==> config.mk <==
export PLATFORM = sky130hd
export DESIGN_NAME = eth_rx_addr_filter
export DESIGN_NICKNAME = d
export VERILOG_FILES = /design/src/rtl/rxf_pkg.sv /design/src/rtl/rxf_ctrl.sv /design/src/rtl/rxf_datapath.sv /design/src/rtl/eth_rx_addr_filter.sv
export SDC_FILE = /design/constraint.sdc
export NUM_CORES = 1
export LEC_CHECK = 0
export BUFFER_PORTS_ARGS = -buffer_cell sky130_fd_sc_hd__buf_2
export CAP_MARGIN = 0
export CORE_AREA = 4 4 114 116
export DETAILED_ROUTE_END_ITERATION = 10
export DIE_AREA = 0 0 118 120
export GPL_TIMING_DRIVEN = 0
export PLACE_DENSITY_LB_ADDON = 0.08
export REMOVE_ABC_BUFFERS = 1
export SYNTH_ARGS = -nofsm -noshare
export SYNTH_HDL_FRONTEND = slang
export SYNTH_SLANG_ARGS = --single-unit
==> constraint.sdc <==
create_clock -name clk -period 3.93 [get_ports clk]
set_input_delay 0.1965 -clock clk [delete_from_list [all_inputs] [get_ports clk]]
set_output_delay 0.1965 -clock clk [all_outputs]
set_load 0.02 [all_outputs]
==> src/rtl/rxf_pkg.sv <==
package rxf_pkg;

  typedef struct packed {
    logic clear;   // first byte of a new frame
    logic take;    // byte belongs to the current frame
    logic shift;   // byte is part of the destination address
    logic decide;  // byte completes the destination address
    logic finish;  // byte ends the frame
  } rxfStrobe_t;

  localparam logic [31:0] CRC_POLY = 32'hEDB88320;

  function automatic logic [31:0] crcByte(input logic [31:0] c, input logic [7:0] d);
    logic [31:0] r;
    logic fb;
    r = c;
    for (int b = 0; b < 8; b++) begin
      fb = r[0] ^ d[b];
      r  = r >> 1;
      if (fb) r = r ^ CRC_POLY;
    end
    return r;
  endfunction

endpackage

==> src/rtl/rxf_ctrl.sv <==
module rxf_ctrl
  import rxf_pkg::*;
#(
  parameter int ADDR_BYTES = 6
) (
  input  logic       clk,
  input  logic       rstN,
  input  logic       inValid,
  input  logic       inFirst,
  input  logic       inLast,
  output rxfStrobe_t strobe
);

  localparam int IDX_W = $clog2(ADDR_BYTES + 1);
  localparam logic [IDX_W-1:0] LAST_IDX = IDX_W'(ADDR_BYTES - 1);
  localparam logic [IDX_W-1:0] END_IDX  = IDX_W'(ADDR_BYTES);

  logic [IDX_W-1:0] byteIdx;
  logic [IDX_W-1:0] idxEff;
  logic             inFrame;

  always_comb begin
    strobe.clear  = inValid && inFirst;
    strobe.take   = inValid && (inFirst || inFrame);
    idxEff        = strobe.clear ? '0 : byteIdx;
    strobe.shift  = strobe.take && (idxEff < END_IDX);
    strobe.decide = strobe.shift && (idxEff == LAST_IDX);
    strobe.finish = strobe.take && inLast;
  end

  always_ff @(posedge clk or negedge rstN) begin
    if (!rstN) begin
      byteIdx <= '0;
      inFrame <= 1'b0;
    end else if (strobe.take) begin
      inFrame <= !inLast;
      if (strobe.shift) byteIdx <= idxEff + 1'b1;
    end
  end

endmodule

==> src/rtl/rxf_datapath.sv <==
module rxf_datapath
  import rxf_pkg::*;
#(
  parameter int ADDR_BYTES = 6,
  parameter int HASH_BITS  = 6,
  parameter int MIN_LEN    = 64,
  parameter int LEN_W      = 12
) (
  input  logic                      clk,
  input  logic                      rstN,
  input  rxfStrobe_t                strobe,
  input  logic [7:0]                inData,
  input  logic                      inBadCrc,
  input  logic                      cfgAcceptBcast,
  input  logic                      cfgAcceptMcast,
  input  logic                      cfgPromisc,
  input  logic                      cfgAcceptRunt,
  input  logic                      cfgSaveBad,
  input  logic                      cfgMonitor,
  input  logic                      cfgAutoTx,
  input  logic [8*ADDR_BYTES-1:0]   stationAddr,
  input  logic [(1<<HASH_BITS)-1:0] hashTable,
  output logic                      addrDone,
  output logic                      addrHit,
  output logic                      addrGroup,
  output logic                      frameDone,
  output logic                      frameStore,
  output logic                      frameMissed,
  output logic                      txOff,
  output logic                      txOn
);

  localparam int AW = 8 * ADDR_BYTES;
  localparam logic [HASH_BITS-1:0] OFF_BIN = HASH_BITS'((1 << HASH_BITS) - 2);
  localparam logic [HASH_BITS-1:0] ON_BIN  = HASH_BITS'((1 << HASH_BITS) - 1);
  localparam logic [LEN_W-1:0]     MIN_CNT = LEN_W'(MIN_LEN);

  logic [AW-1:0]        destReg, destNext;
  logic [31:0]          crcReg, crcSeed, crcNext;
  logic [LEN_W-1:0]     lenCnt, lenNext;
  logic [HASH_BITS-1:0] hashIdx;
  logic                 isGroup, isBcast, isUcastHit, isMcastHit, hitNow;
  logic                 hitBase, matchUse, lenOk, errOk, frameOk;
  logic                 offNow, onNow;

  // address path
  always_comb begin
    destNext   = {inData, destReg[AW-1:8]};
    crcSeed    = strobe.clear ? '1 : crcReg;
    crcNext    = crcByte(crcSeed, inData);
    hashIdx    = crcNext[31:32-HASH_BITS];
    isGroup    = destNext[0];
    isBcast    = &destNext;
    isUcastHit = cfgPromisc || (destNext == stationAddr);
    isMcastHit = cfgAcceptMcast && hashTable[hashIdx];
    if (isBcast)      hitNow = cfgAcceptBcast;
    else if (isGroup) hitNow = isMcastHit;
    else              hitNow = isUcastHit;
    offNow = cfgAutoTx && isGroup && !isBcast && (hashIdx == OFF_BIN);
    onNow  = cfgAutoTx && isGroup && !isBcast && (hashIdx == ON_BIN);
  end

  // frame path
  always_comb begin
    if (strobe.clear)  lenNext = LEN_W'(1);
    else if (&lenCnt)  lenNext = lenCnt;
    else               lenNext = lenCnt + 1'b1;
    hitBase  = strobe.clear ? 1'b0 : addrHit;
    matchUse = strobe.decide ? hitNow : hitBase;
    lenOk    = (lenNext >= MIN_CNT) || cfgAcceptRunt;
    errOk    = !inBadCrc || cfgSaveBad;
    frameOk  = matchUse && lenOk && errOk;
  end

  always_ff @(posedge clk or negedge rstN) begin
    if (!rstN) begin
      destReg <= '0;
      crcReg  <= '1;
      lenCnt  <= '0;
    end else begin
      if (strobe.shift) begin
        destReg <= destNext;
        crcReg  <= crcNext;
      end
      if (strobe.take) lenCnt <= lenNext;
    end
  end

  always_ff @(posedge clk or negedge rstN) begin
    if (!rstN) begin
      addrDone  <= 1'b0;
      addrHit   <= 1'b0;
      addrGroup <= 1'b0;
      txOff     <= 1'b0;
      txOn      <= 1'b0;
    end else begin
      addrDone <= strobe.decide;
      txOff    <= strobe.decide && offNow;
      txOn     <= strobe.decide && onNow;
      if (strobe.decide) begin
        addrHit   <= hitNow;
        addrGroup <= isGroup;
      end else if (strobe.clear) begin
        addrHit   <= 1'b0;
        addrGroup <= 1'b0;
      end
    end
  end

  always_ff @(posedge clk or negedge rstN) begin
    if (!rstN) begin
      frameDone   <= 1'b0;
      frameStore  <= 1'b0;
      frameMissed <= 1'b0;
    end else begin
      frameDone   <= strobe.finish;
      frameStore  <= strobe.finish && frameOk && !cfgMonitor;
      frameMissed <= strobe.finish && frameOk && cfgMonitor;
    end
  end

endmodule

==> src/rtl/eth_rx_addr_filter.sv <==
module eth_rx_addr_filter
  import rxf_pkg::*;
#(
  parameter int ADDR_BYTES = 6,
  parameter int HASH_BITS  = 6,
  parameter int MIN_LEN    = 64,
  parameter int LEN_W      = 12
) (
  input  logic                      clk,
  input  logic                      rstN,
  input  logic                      inValid,
  input  logic [7:0]                inData,
  input  logic                      inFirst,
  input  logic                      inLast,
  input  logic                      inBadCrc,
  input  logic                      cfgAcceptBcast,
  input  logic                      cfgAcceptMcast,
  input  logic                      cfgPromisc,
  input  logic                      cfgAcceptRunt,
  input  logic                      cfgSaveBad,
  input  logic                      cfgMonitor,
  input  logic                      cfgAutoTx,
  input  logic [8*ADDR_BYTES-1:0]   stationAddr,
  input  logic [(1<<HASH_BITS)-1:0] hashTable,
  output logic                      addrDone,
  output logic                      addrHit,
  output logic                      addrGroup,
  output logic                      frameDone,
  output logic                      frameStore,
  output logic                      frameMissed,
  output logic                      txOff,
  output logic                      txOn
);

  rxfStrobe_t strobe;

  rxf_ctrl #(.ADDR_BYTES(ADDR_BYTES)) u_ctrl (
    .clk(clk), .rstN(rstN), .inValid(inValid), .inFirst(inFirst),
    .inLast(inLast), .strobe(strobe)
  );

  rxf_datapath #(
    .ADDR_BYTES(ADDR_BYTES), .HASH_BITS(HASH_BITS),
    .MIN_LEN(MIN_LEN), .LEN_W(LEN_W)
  ) u_dp (
    .clk(clk), .rstN(rstN), .strobe(strobe), .inData(inData),
    .inBadCrc(inBadCrc), .cfgAcceptBcast(cfgAcceptBcast),
    .cfgAcceptMcast(cfgAcceptMcast), .cfgPromisc(cfgPromisc),
    .cfgAcceptRunt(cfgAcceptRunt), .cfgSaveBad(cfgSaveBad),
    .cfgMonitor(cfgMonitor), .cfgAutoTx(cfgAutoTx),
    .stationAddr(stationAddr), .hashTable(hashTable),
    .addrDone(addrDone), .addrHit(addrHit), .addrGroup(addrGroup),
    .frameDone(frameDone), .frameStore(frameStore),
    .frameMissed(frameMissed), .txOff(txOff), .txOn(txOn)
  );

endmodule

* Yosys cells after proc, flatten, opt, wreduce, memory -nomap -nowiden *
Cells that the tools add are included.

storage, ports and cells
  output and inout port bits = 8
  register bits after elaboration = 104
  word-level logic and storage cells = 87
  input port bits = 133

cells by class
  order comparisons = 3
  bitwise gates (word level) = 16
  equal/unequal tests = 4
  reductions and logical operators = 29
  mux-type cells = 20
  add/sub/neg operators = 2

operators by type and width
  cell                     number
  $mux W32                 9
  $not A13 Y14             8
  $eq A48 B48 Y1           1
  $reduce_and A48 Y1       1
  $mux W12                 2
  $logic_and A1 B1 Y1      17
  $add A12 B1 Y12 const B  1
  $eq A6 B6 Y1 const B     2
  $ge A12 B7 Y1 const B    1
  $reduce_and A12 Y1       1
  $xor A1 B1 Y1            8
  $lt A6 B7 Y1 const B     1
  $mux W1                  7
  $bmux W1 S6              1
  $logic_not A1 Y1         4
  $logic_or A1 B1 Y1       4
  $add A3 B1 Y3 const B    1
  $eq A3 B3 Y1 const B     1
  $lt A3 B3 Y1 const B     1
  $mux W3                  1
  $reduce_and A2 Y1        1
  $reduce_bool A2 Y1       1

* Depth between registers and ports, before layout *
  word-level depth = 28
  gate-level depth with buffers = 14
  depth with buffers taken out = 11

* Cells and area by module *
Synthesis repeated with hierarchy kept, for this count alone.

second synthesis, totals
  cell total of the unflattened synthesis = 609
  area total of the unflattened synthesis = 6,491.2 um2

by module, submodules not included
  module        seq. area each (um2)  area each (um2)  cells an instance  times used
  rxf_datapath  2,342.2               6,204.7          580                1
  rxf_ctrl      100.1                 286.5            29                 1

* Worst setup path before layout *
No wires, ideal clock.

  kind = reg-to-reg
  start = reg u_dp.crcReg[2]
  end = reg u_dp.frameMissed
  period minus slack after synthesis = 2.919 ns
  cell stages (with the launch flop) = 10
  slack = 1.011 ns
  data arrival time = 2.779 ns
  setup time = 0.141 ns
  buffers on the path = 2
  data required time = 3.789 ns
  path through = dfstp_2 > buf_4 > xor2_1 > nand2_1 > xnor3_2 > xnor3_2 > buf_6 > mux4_2 > o311ai_2 > a211oi_1

on the way
  cells in the longest elaborated chain, start to end = 24

RTL lines
  element                             RTL line             RTL
  start: declaration                  rxf_datapath.sv:39   logic [31:0] crcReg, crcSeed, crcNext;
  start signal: assignment            rxf_datapath.sv:83   crcReg <= crcNext;
  $mux W32 *                          rxf_datapath.sv:49   crcSeed = strobe.clear ? '1 : crcReg;
  $mux W32 * (2 in a row)             rxf_pkg.sv:20        if (fb) r = r ^ CRC_POLY;
  $xor A1 B1 Y1 *                     rxf_pkg.sv:18        fb = r[0] ^ d[b];
  $mux W32 *                          rxf_pkg.sv:20
  $not A13 Y14 (no source line)       n/a
  $mux W32 *                          rxf_pkg.sv:20
  $not A13 Y14 (no source line)       n/a
  $mux W32 * (2 in a row)             rxf_pkg.sv:20
  (+4 left out)                       n/a
  $bmux W1 S6 *                       rxf_datapath.sv:55   isMcastHit = cfgAcceptMcast && hashTable[hashIdx];
  $mux W1 (not written as such) *     rxf_datapath.sv:55
  $logic_and A1 B1 Y1 *               rxf_datapath.sv:55
  $mux W1 *                           rxf_datapath.sv:57   else if (isGroup) hitNow = isMcastHit;
  $mux W1 *                           rxf_datapath.sv:56   if (isBcast) hitNow = cfgAcceptBcast;
  $mux W1 *                           rxf_datapath.sv:69   matchUse = strobe.decide ? hitNow : hitBase;
  $logic_and A1 B1 Y1 * (2 in a row)  rxf_datapath.sv:72   frameOk = matchUse && lenOk && errOk;
  $logic_and A1 B1 Y1 * (2 in a row)  rxf_datapath.sv:118  frameMissed <= strobe.finish && frameOk && cfgMonitor;
  end signal: assignment              rxf_datapath.sv:118
  end: declaration                    rxf_datapath.sv:28   output logic frameMissed,

Mark *: on every way between the ends. The rest lies on a longest branch, timed or not. The select of a mux whose other input is x is not followed.
A chain may end at the register's enable or synchronous reset.

* Worst setup path after layout *
  start = reg u_dp.crcReg[0]
  end = reg u_dp.frameMissed

on the way
  cells in the longest elaborated chain, start to end = 22

RTL lines
  element                             RTL line
  $mux W32 *                          rxf_datapath.sv:49
  $xor A1 B1 Y1 *                     rxf_pkg.sv:18
  $mux W32 * (6 in a row)             rxf_pkg.sv:20
  $xor A1 B1 Y1 *                     rxf_pkg.sv:18
  $mux W32 *                          rxf_pkg.sv:20
  $not A13 Y14 (no source line)       n/a
  $mux W32 *                          rxf_pkg.sv:20
  $bmux W1 S6 *                       rxf_datapath.sv:55
  $mux W1 (not written as such) *     rxf_datapath.sv:55
  $logic_and A1 B1 Y1 *               rxf_datapath.sv:55
  $mux W1 *                           rxf_datapath.sv:57
  $mux W1 *                           rxf_datapath.sv:56
  $mux W1 *                           rxf_datapath.sv:69
  $logic_and A1 B1 Y1 * (2 in a row)  rxf_datapath.sv:72
  $logic_and A1 B1 Y1 * (2 in a row)  rxf_datapath.sv:118

Marks and branches as above.

==> flow_summary.rst <==
.. list-table::
   :header-rows: 1

   * - Metric
     - Value
   * - Final hold violations
     - 0
   * - Antenna cell count
     - 0
   * - Detailed Place HPWL
     - between 10000 and 15000 um
   * - Leak Pwr
     - between 3 and 4 nW
   * - Global-route wire length before repair
     - 26700 um
   * - Row count
     - 40
   * - Average instance area after synthesis
     - just over 10 sq um
   * - Area share of the leading cell type in the synthesized netlist
     - 0.248
   * - Largest family of logic cells by synthesized area
     - XOR/XNOR gates
   * - Vias
     - between 5000 and 6000
   * - Most used cell, CP
     - sky130_fd_sc_hd__a211oi_1
   * - Detail Route Antenna Nets
     - 0
   * - Count of nets after finishing
     - ~900
   * - Insertion delay to the later sink of the worst-skew pair
     - ~0.35 ns
   * - Standard cell with the maximum stage delay on the critical path
     - sky130_fd_sc_hd__xnor3_2
   * - Final min period
     - about 3.6 ns
   * - Pwr dens
     - approximately 960 mW/mm^2
   * - Crit Path Class
     - flop to flop
   * - Startpoint of the worst register-to-register path
     - u_dp.crcReg[0]$_DFFE_PN1P_
   * - Worst-Margin Slew
     - between 1 and 1.5 ns
   * - Most used DFF post-synth
     - sky130_fd_sc_hd__dfrtp_1
   * - Initial drt markers
     - slightly above 400
   * - Nature of the critical path endpoint
     - flop
   * - Leading area contributor after synthesis
     - sky130_fd_sc_hd__dfrtp_1
   * - Most frequent standard cell in the layout excluding fill and tap cells
     - sky130_fd_sc_hd__buf_2
   * - Gate count of the mapped netlist
     - 640
   * - Final setup fails
     - 0
   * - Post-placement cell area
     - approximately 0.0072 sq mm
   * - Number of detailed-routing iterations run before antenna repair
     - 5
   * - Post-synthesis share of cell area spent on and, or, nand and nor gates
     - 0.143
   * - Min-Delay Path Class
     - primary input to flop
   * - Final non-filler cell total
     - about 910
   * - Distinct cell type count after synthesis
     - 65
   * - Hold depth
     - 3
   * - Dominant cells by area after synthesis
     - sky130_fd_sc_hd__dfrtp_1 (25%), sky130_fd_sc_hd__xnor2_1 (15%), sky130_fd_sc_hd__dfstp_2 (13%), sky130_fd_sc_hd__mux2_2 (7.7%), sky130_fd_sc_hd__nor2_1 (3.8%)
   * - Cell family contributing the most delay on the critical path
     - XOR/XNOR gates
   * - Vertical die dimension
     - 120 um
   * - Summed instance area of the synthesized netlist
     - 0.00646 sq mm
   * - Data arrival at the endpoint of the critical path
     - 3.83 ns
   * - HP Start
     - inLast
   * - Max_cap viols
     - 0
   * - Ratio of final minimum period to clock period
     - 0.919
   * - Drt total wl
     - between 15000 and 20000 um
   * - Maximum clock path buffer count
     - 2
   * - Flop-to-flop setup slack
     - 0.32 ns
   * - Portion of netlist area occupied by mux cells
     - 0.132
   * - Terminus of the critical flop-to-flop path
     - u_dp.frameMissed$_DFF_PN0_
   * - CP Cell Sequence
     - xor2_1, nand2_1, xnor2_4, xnor3_2, mux4_1, mux2i_1, a211oi_1, a211oi_2, a211oi_1
   * - Area grow syn2layout
     - 17.0%
   * - CTS sink cnt
     - between 90 and 100
   * - Total CTS buffers
     - 9
   * - Number of antenna violations at the first check in global routing
     - 0
   * - Hold Worst Slack
     - roughly 0.077 ns
   * - Starting density of the core
     - 0.543
   * - Most frequent cells in the layout
     - sky130_fd_sc_hd__buf_2 (139), sky130_fd_sc_hd__xnor2_1 (108), sky130_fd_sc_hd__nor2_1 (66)
   * - Highest Clock Rate
     - 0.277 GHz
   * - CTS tree
     - built
   * - Final design area excluding fillers
     - 0.00756 sq mm
   * - DRC errors left
     - 0
   * - Drt via density
     - 5.64
   * - Max-Slew Margin vs Limit
     - 0.213
   * - Hold path endpoint
     - u_dp.frameDone$_DFF_PN0_
   * - Met1 Routed Length
     - ~7400 um
   * - Clock slew at the register clock pins of the worst setup and hold paths
     - around 0.070 ns
   * - Yosys warning total
     - 0
   * - VDD IR-drop max
     - ~0.00061 V
   * - Maximum number of pins on one net before global-route repair
     - 62
   * - Part of the Yosys area used for sequential elements
     - 0.378
   * - Share of final-layout standard cells stronger than drive strength 1
     - 0.343
   * - Synth Area in Compound Gates
     - 0.0902
   * - Global router's overall resource usage
     - 0.236
   * - Number of buffers and inverters on the critical path
     - 0
   * - Unrepaired setup endpoints after global routing
     - false
   * - CP peak stage delay
     - 0.64 ns
   * - Synthesized-area fraction occupied by xor and xnor cells
     - 0.214
   * - Core box area
     - approximately 0.012 sq mm
   * - DR WL/cell
     - about 18 um
   * - WP data required
     - approximately 4.2 ns
   * - CTS HTree Levels
     - 3
   * - Ports placed on the boundary
     - roughly 140
   * - Share of synthesized flip-flops with an asynchronous set or reset
     - 1.00
   * - Worst-case clock skew
     - 0.00860 ns
   * - Number of placed cells counting well taps
     - 892
   * - Clk root buf
     - sky130_fd_sc_hd__clkbuf_16
   * - Die boundary width
     - 118 um
   * - Crit Path Max Fanout
     - 15
   * - Number of port buffers
     - 140
   * - Cell depth of the worst flop-to-flop path
     - 9
   * - Final weighted congestion in routability-driven placement
     - approximately 0.84
   * - Leftover overflow at the end of global routing
     - 0
   * - Status
     - finished, final reports clean
   * - Final Max Slew Viols
     - 0
   * - Detail Route met2 WL
     - just under 8000 um
   * - Met3 wire length
     - 890 um
   * - Synthesis-stage register bit count
     - 96
   * - Vias in the first global route
     - around 5300
   * - Count of flip-flops with a built-in enable after synthesis
     - 0
   * - Arithmetic-cell share of the synthesized area counting full adders, half adders and majority gates
     - 0.00774
   * - Top layer reached by signal wires
     - met4
   * - Total die area
     - 0.0142 sq mm
   * - Crit path launch type
     - flop
[Yosys cell counts, types with 3 or more instances]
cell                       instances
sky130_fd_sc_hd__mux2i_1          12
sky130_fd_sc_hd__buf_4             4
sky130_fd_sc_hd__nor4_1            6
sky130_fd_sc_hd__nor3b_1           3
sky130_fd_sc_hd__o21ai_0          42
sky130_fd_sc_hd__a22oi_1           5
sky130_fd_sc_hd__xor2_1           25
sky130_fd_sc_hd__and3_1            4
sky130_fd_sc_hd__dfstp_2          32
sky130_fd_sc_hd__inv_1             7
sky130_fd_sc_hd__xnor3_2           3
sky130_fd_sc_hd__a211oi_1          5
sky130_fd_sc_hd__xnor2_2           3
sky130_fd_sc_hd__clkbuf_1         19
sky130_fd_sc_hd__and2_1            5
sky130_fd_sc_hd__mux4_1            3
sky130_fd_sc_hd__nand3_1           9
sky130_fd_sc_hd__ha_1              4
sky130_fd_sc_hd__nor2_1           66
sky130_fd_sc_hd__a21oi_1          10
sky130_fd_sc_hd__mux2_2           44
sky130_fd_sc_hd__nor3_1            3
sky130_fd_sc_hd__nand2_1          50
sky130_fd_sc_hd__o21a_1            3
sky130_fd_sc_hd__nand4_1          27
sky130_fd_sc_hd__mux4_2            7
sky130_fd_sc_hd__xnor2_1         109
sky130_fd_sc_hd__buf_6             4
sky130_fd_sc_hd__nor2b_1           5
sky130_fd_sc_hd__dfrtp_1          64
sky130_fd_sc_hd__buf_2             9
sky130_fd_sc_hd__a31oi_1           3
[power by group]
group          switching [mW]  leakage [nW]  internal, mW
Clock                   0.386         0.147         0.514
Sequential              0.409          1.13          1.49
Combinational            2.25          1.91          2.20
Total                    3.05          3.19          4.20
[per-stage QoR]
stage	setup slack, ns	util	TNS [ns]	power [mW]
final	0.318	0.635	0	7.24
after global routing	0.0114	0.635	0	7.79
after CTS	0.0868	0.633	0	7.25
after detailed placement	-0.316	0.607	-0.921	6.32
after global placement	-5.87	0.600	-424.39	6.25
after floorplan	-3.13	-	-224.75	5.38
[area by class of cell]
type	count	area, sq um
well taps	147	184
inverters	8	30.0
repair buffers	144	781
clock buffers	12	246
flip-flops and latches	96	2440
fillers	1004	4350
clock inverters	4	52.6
multi-input cells	498	3820
[worst max-delay path by stage]
stage / from / endpoint / slack [ns] / cells past startpoint
4_1_cts: inValid / u_dp.frameMissed$_DFF_PN0_ / 0.09 / 10
3_5_place_dp: inValid / u_dp.frameMissed$_DFF_PN0_ / -0.32 / 10
3_3_place_gp: u_ctrl.inFrame$_DFFE_PN0P_ / u_dp.destReg[12]$_DFFE_PN0P_ / -5.87 / 3
5_1_grt: inValid / u_dp.frameMissed$_DFF_PN0_ / 0.01 / 10
6_report: u_dp.crcReg[0]$_DFFE_PN1P_ / u_dp.frameMissed$_DFF_PN0_ / 0.32 / 9
2_1_floorplan: u_ctrl.inFrame$_DFFE_PN0P_ / u_dp.crcReg[14]$_DFFE_PN1P_ / -3.13 / 3
[sequential cells by signal (all words and copies together), names as in the netlist, 3 cells and up]
name	count
u_dp.destReg	40
u_ctrl.byteIdx	3
u_dp.lenCnt	12
u_dp.crcReg	32
[worst reg2reg max path, cell delays in order (launching register included)]
cell	delay, ns
sky130_fd_sc_hd__dfstp_2	0.63
sky130_fd_sc_hd__xor2_1	0.18
sky130_fd_sc_hd__nand2_1	0.19
sky130_fd_sc_hd__xnor2_4	0.47
sky130_fd_sc_hd__xnor3_2	0.64
sky130_fd_sc_hd__mux4_1	0.63
sky130_fd_sc_hd__mux2i_1	0.15
sky130_fd_sc_hd__a211oi_1	0.10
sky130_fd_sc_hd__a211oi_2	0.38
sky130_fd_sc_hd__a211oi_1	0.09
[cells by family (layout without fill, tap and decap cells)]
group,after synthesis,after routing
buf+inv,46,168
mux,66,66
compound gates,91,91
flops,96,96
fa+ha+maj,4,4
simple gates,193,193
xor+xnor,144,144
[routing by layer]
layer | vias to the layer above | track usage
met2 | 171 | 0.387
met5 | - | 0
met3 | 10 | 0.0528
li1 | 2461 | -
met1 | 2487 | 0.325
met4 | 0 | 0.0432
[what timing repair did]
item	in CTS	in global routing
buffers inserted	0	0
hold buffers	1	0
resized for setup	0	2
endpoints found under the hold margin	11	0
setup endpoints to repair	0	3
(Power assumes the default switching activity.)
